File: config.mk
export PLATFORM = sky130hd
export DESIGN_NAME = csa_array_mult
export DESIGN_NICKNAME = d
export VERILOG_FILES = /design/src/rtl/csa_array_mult.sv
export SDC_FILE = /design/constraint.sdc
export NUM_CORES = 1
export LEC_CHECK = 0
export BUFFER_PORTS_ARGS = -buffer_cell sky130_fd_sc_hd__buf_2
export CAP_MARGIN = 20
export CORE_MARGIN = 2
export CORE_UTILIZATION = 30
export DETAILED_ROUTE_END_ITERATION = 8
export GPL_TIMING_DRIVEN = 0
export MAX_ROUTING_LAYER = met4
export SYNTH_ARGS = -nofsm -noshare
export SYNTH_HDL_FRONTEND = slang
export SYNTH_SLANG_ARGS = --single-unit
File: constraint.sdc
create_clock -name vclk -period 45
set_input_delay 9 -clock vclk [all_inputs]
set_output_delay 9 -clock vclk [all_outputs]
set_load 0.02 [all_outputs]
File: src/rtl/csa_array_mult.sv
module csa_array_mult #(
  parameter int N       = 24,
  parameter bit MID_REG = 1'b0
) (
  input  logic           clk,
  input  logic           rst_n,
  input  logic [N-1:0]   a,
  input  logic [N-1:0]   b,
  output logic [2*N-1:0] p
);
  localparam int W   = N - 1;
  localparam int MID = N / 2;

  logic [W-1:0]   s [1:N-1];
  logic [W-1:0]   c [1:N-1];
  logic [W-1:0]   s_q, c_q;
  logic [MID-1:0] lo_d, lo_q;
  logic [N-1:0]   a_r;
  logic [N-1:MID] b_r;
  logic [W:1]     rc;

  // first row: half adders
  for (genvar i = 0; i < W; i++) begin : g_row1
    logic x, y;
    assign x        = a[i+1] & b[0];
    assign y        = a[i]   & b[1];
    assign s[1][i]  = x ^ y;
    assign c[1][i]  = x & y;
  end

  // middle rows: full adders, carries enter the next row one column down
  for (genvar j = 2; j < N; j++) begin : g_row
    logic [N-1:0] aj;
    logic         bj, bjm1;
    logic [W-1:0] sp, cp;

    if (j > MID) begin : g_late
      assign aj   = a_r;
      assign bj   = b_r[j];
      assign bjm1 = b_r[j-1];
    end else begin : g_early
      assign aj   = a;
      assign bj   = b[j];
      assign bjm1 = b[j-1];
    end

    if (j == MID + 1) begin : g_cut
      assign sp = s_q;
      assign cp = c_q;
    end else begin : g_pass
      assign sp = s[j-1];
      assign cp = c[j-1];
    end

    for (genvar i = 0; i < W; i++) begin : g_fa
      logic x, y, z;
      assign x = aj[i] & bj;
      if (i == W - 1) begin : g_top
        assign y = aj[N-1] & bjm1;
      end else begin : g_in
        assign y = sp[i+1];
      end
      assign z       = cp[i];
      assign s[j][i] = x ^ y ^ z;
      assign c[j][i] = (x & y) | (x & z) | (y & z);
    end
  end

  // low product bits
  for (genvar j = 0; j < MID; j++) begin : g_lo
    if (j == 0) begin : g_b0
      assign lo_d[j] = a[0] & b[0];
    end else begin : g_bj
      assign lo_d[j] = s[j][0];
    end
  end

  // optional register row after row MID
  if (MID_REG) begin : g_reg
    always_ff @(posedge clk or negedge rst_n) begin
      if (!rst_n) begin
        s_q  <= '0;
        c_q  <= '0;
        lo_q <= '0;
        a_r  <= '0;
        b_r  <= '0;
      end else begin
        s_q  <= s[MID];
        c_q  <= c[MID];
        lo_q <= lo_d;
        a_r  <= a;
        b_r  <= b[N-1:MID];
      end
    end
  end else begin : g_comb
    assign s_q  = s[MID];
    assign c_q  = c[MID];
    assign lo_q = lo_d;
    assign a_r  = a;
    assign b_r  = b[N-1:MID];
  end

  assign p[MID-1:0] = lo_q;
  assign p[MID]     = s_q[0];
  for (genvar j = MID + 1; j < N; j++) begin : g_mid_out
    assign p[j] = s[j][0];
  end

  // merge row: ripple carry over the last sum/carry vectors
  for (genvar i = 0; i < W; i++) begin : g_merge
    logic x, y;
    assign x = c[N-1][i];
    if (i == W - 1) begin : g_top
      assign y = a_r[N-1] & b_r[N-1];
    end else begin : g_in
      assign y = s[N-1][i+1];
    end
    if (i == 0) begin : g_ha
      assign p[N]  = x ^ y;
      assign rc[1] = x & y;
    end else begin : g_fa
      assign p[N+i]  = x ^ y ^ rc[i];
      assign rc[i+1] = (x & y) | (x & rc[i]) | (y & rc[i]);
    end
  end
  assign p[2*N-1] = rc[W];

  // checks
  if (!MID_REG) begin : g_chk_comb
    AST_PRODUCT_COMB: assert property (@(posedge clk) disable iff (!rst_n)
      p == ({{N{1'b0}}, a} * {{N{1'b0}}, b}));
    AST_ZERO_COMB: assert property (@(posedge clk) disable iff (!rst_n)
      (a == '0 || b == '0) |-> p == '0);
    AST_IDENT_COMB: assert property (@(posedge clk) disable iff (!rst_n)
      (b == N'(1)) |-> p == {{N{1'b0}}, a});
  end else begin : g_chk_pipe
    AST_PRODUCT_PIPE: assert property (@(posedge clk) disable iff (!rst_n)
      1'b1 |=> p == ({{N{1'b0}}, $past(a)} * {{N{1'b0}}, $past(b)}));
    AST_ZERO_PIPE: assert property (@(posedge clk) disable iff (!rst_n)
      (a == '0 || b == '0) |=> p == '0);
    AST_IDENT_PIPE: assert property (@(posedge clk) disable iff (!rst_n)
      (b == N'(1)) |=> p == {{N{1'b0}}, $past(a)});
    AST_RESET_CLEAR: assert property (@(posedge clk)
      !rst_n |-> p == '0);
  end
endmodule

==> metrics.yaml <==
vias: 9438
final_hold_viol_count: 0
yosys-top-cells-count: "528 x fa_1, 493 x and2_1, 158 x inv_1"
yosysUniqueCellTypes: 9
period_share_pct: 88.4
synth_top_area_cell: "fa_1"
place_hpwl_mm: 32.9
synthTopCellsByArea: "fa_1 68%, and2_1 20%, inv_1 3.8%"
vias_per_cell: 4.36
start_util_pct: 30.4
first_pass_iters: 4
fin_crit_ns: 39.76
clkbuf_count: 0
syn_to_final_growth_pct: 8.62
seqCellArea_um2: 0
hp-class: "input port to output port"
critical_path_class: "input port to output port"
core_um2: 51300
first_global_vias: 10300
synthCells: 1382
status: "finished, final reports clean"
cts_resized: 0
crit_path_start_kind: "input port"
worstPathRequired_ns: 36.00
timing.critical_path.mode_cell: "fa_1"
cp_slowest_stage_delay_ns: 0.58
finalSetupTns_ns: 0
synth_fp_nets: 1984
nFillCells: 5353
drtIter0Drc: 319
worst-path-max-fanout: 10
multiInputGateArea_um2: 14300
portBuffers: 96
grtUsageTotal_pct: 12.8
maxCapViolCount: 0
drt-total-wl_mm: 33.2
grt_setup_unrepaired: "no"
antenna_found_initial: 4
wl_per_cell_um: 15.4
seq_cells: 0
synth_top_area_share_pct: 67.8
netlist_area_um2: 15600
gr-total-overflow: 0
ioPinCount: 98
fp.dieH_um: 232
finalMaxSlewViolations: 0
postCtsHoldBufs: 0
crit_slowest_cell: "fa_1"
worstPathArrival_ns: 30.76
gp_congestion: 0.827
worst_pin_slew_ns: 0.264
yosysWarnings: 0
grt_pass1_wl_mm: 52.8
worst_hold_startpoint: "a[0]"
syn_avg_cell_area_um2: 11.3
post-synth-top-count-cell: "fa_1"
die-area_um2: 53800
max_freq_mhz: 25.2
setup_violations: 0
drc: 0
chipWidth_um: 232
post_cts_buffers: 0
endpoint_kind: "output port"
whs_ns: 18.43
grt_max_degree: 11
drive_gt1_share_pct: 13.0
postRouteAntennaNets: 0
row_count: 83
final_nets: 2082
max_slew_margin_pct: 82.4
crit_start: "b[0]"
ys_seq_area_share_pct: 0
## cell usage in the layout, fill, tap and decap left out
cell type  Yosys  final
and2_1       493    493
buf_2         34    130
buf_4         27     27
buf_6         28     28
clkbuf_2       7      7
diode_2        0      5
fa_1         528    528
ha_1          24     24
inv_1        158    158
nand2_1       83     83
## layout make-up
type               count  area share (%)
inverters            158            3.50
multi-input cells   1128            84.3
plain buffers         96            4.27
diodes                 5          0.0739
well taps            680            5.03
repair buffers        96            2.84
## worst max-delay path, delay by kind of cell
family / cells / cell delay (ns)
adder cells (fa/ha/maj): 46 / 20.68
AND/OR/NAND/NOR: 1 / 0.15
buffers and inverters: 11 / 0.94
## metrics by stage
step,utilization [%],setup slack [ns],instance area (µm²),std cells
after floorplan,-,5.99,15600,1382
after global placement,33.0,5.16,16900,2158
after detailed placement,33.0,4.99,16900,2158
after CTS,33.0,5.01,16900,2158
after global routing,33.0,4.36,16900,2162
final,33.0,5.24,16900,2163
## per-layer routing
| metal | vias to the layer above | GRT usage, % | wire, µm |
|---|---|---|---|
| met5 | - | - | 0 |
| met4 | 0 | 0.0401 | 7 |
| met3 | 2 | 0.798 | 1560 |
| met2 | 110 | 22.3 | 16600 |
| met1 | 5182 | 17.7 | 15100 |
| li1 | 4144 | - | - |
## worst paths after layout
| kind | end | slack [ns] | cells after the start |
|---|---|---|---|
| max | p[46] | 5.24 | 58 |
| min | p[0] | 18.43 | 3 |
## cells by family after synthesis
logic type                 after synthesis  synth area share [%]
adders and majority gates              552                  69.8
buffers and inverters                  254                  8.45
and+or+nand+nor                        576                  21.8
Power is not shown: default switching activity piles up to over one toggle a cycle in this logic, so the estimate is an artifact.
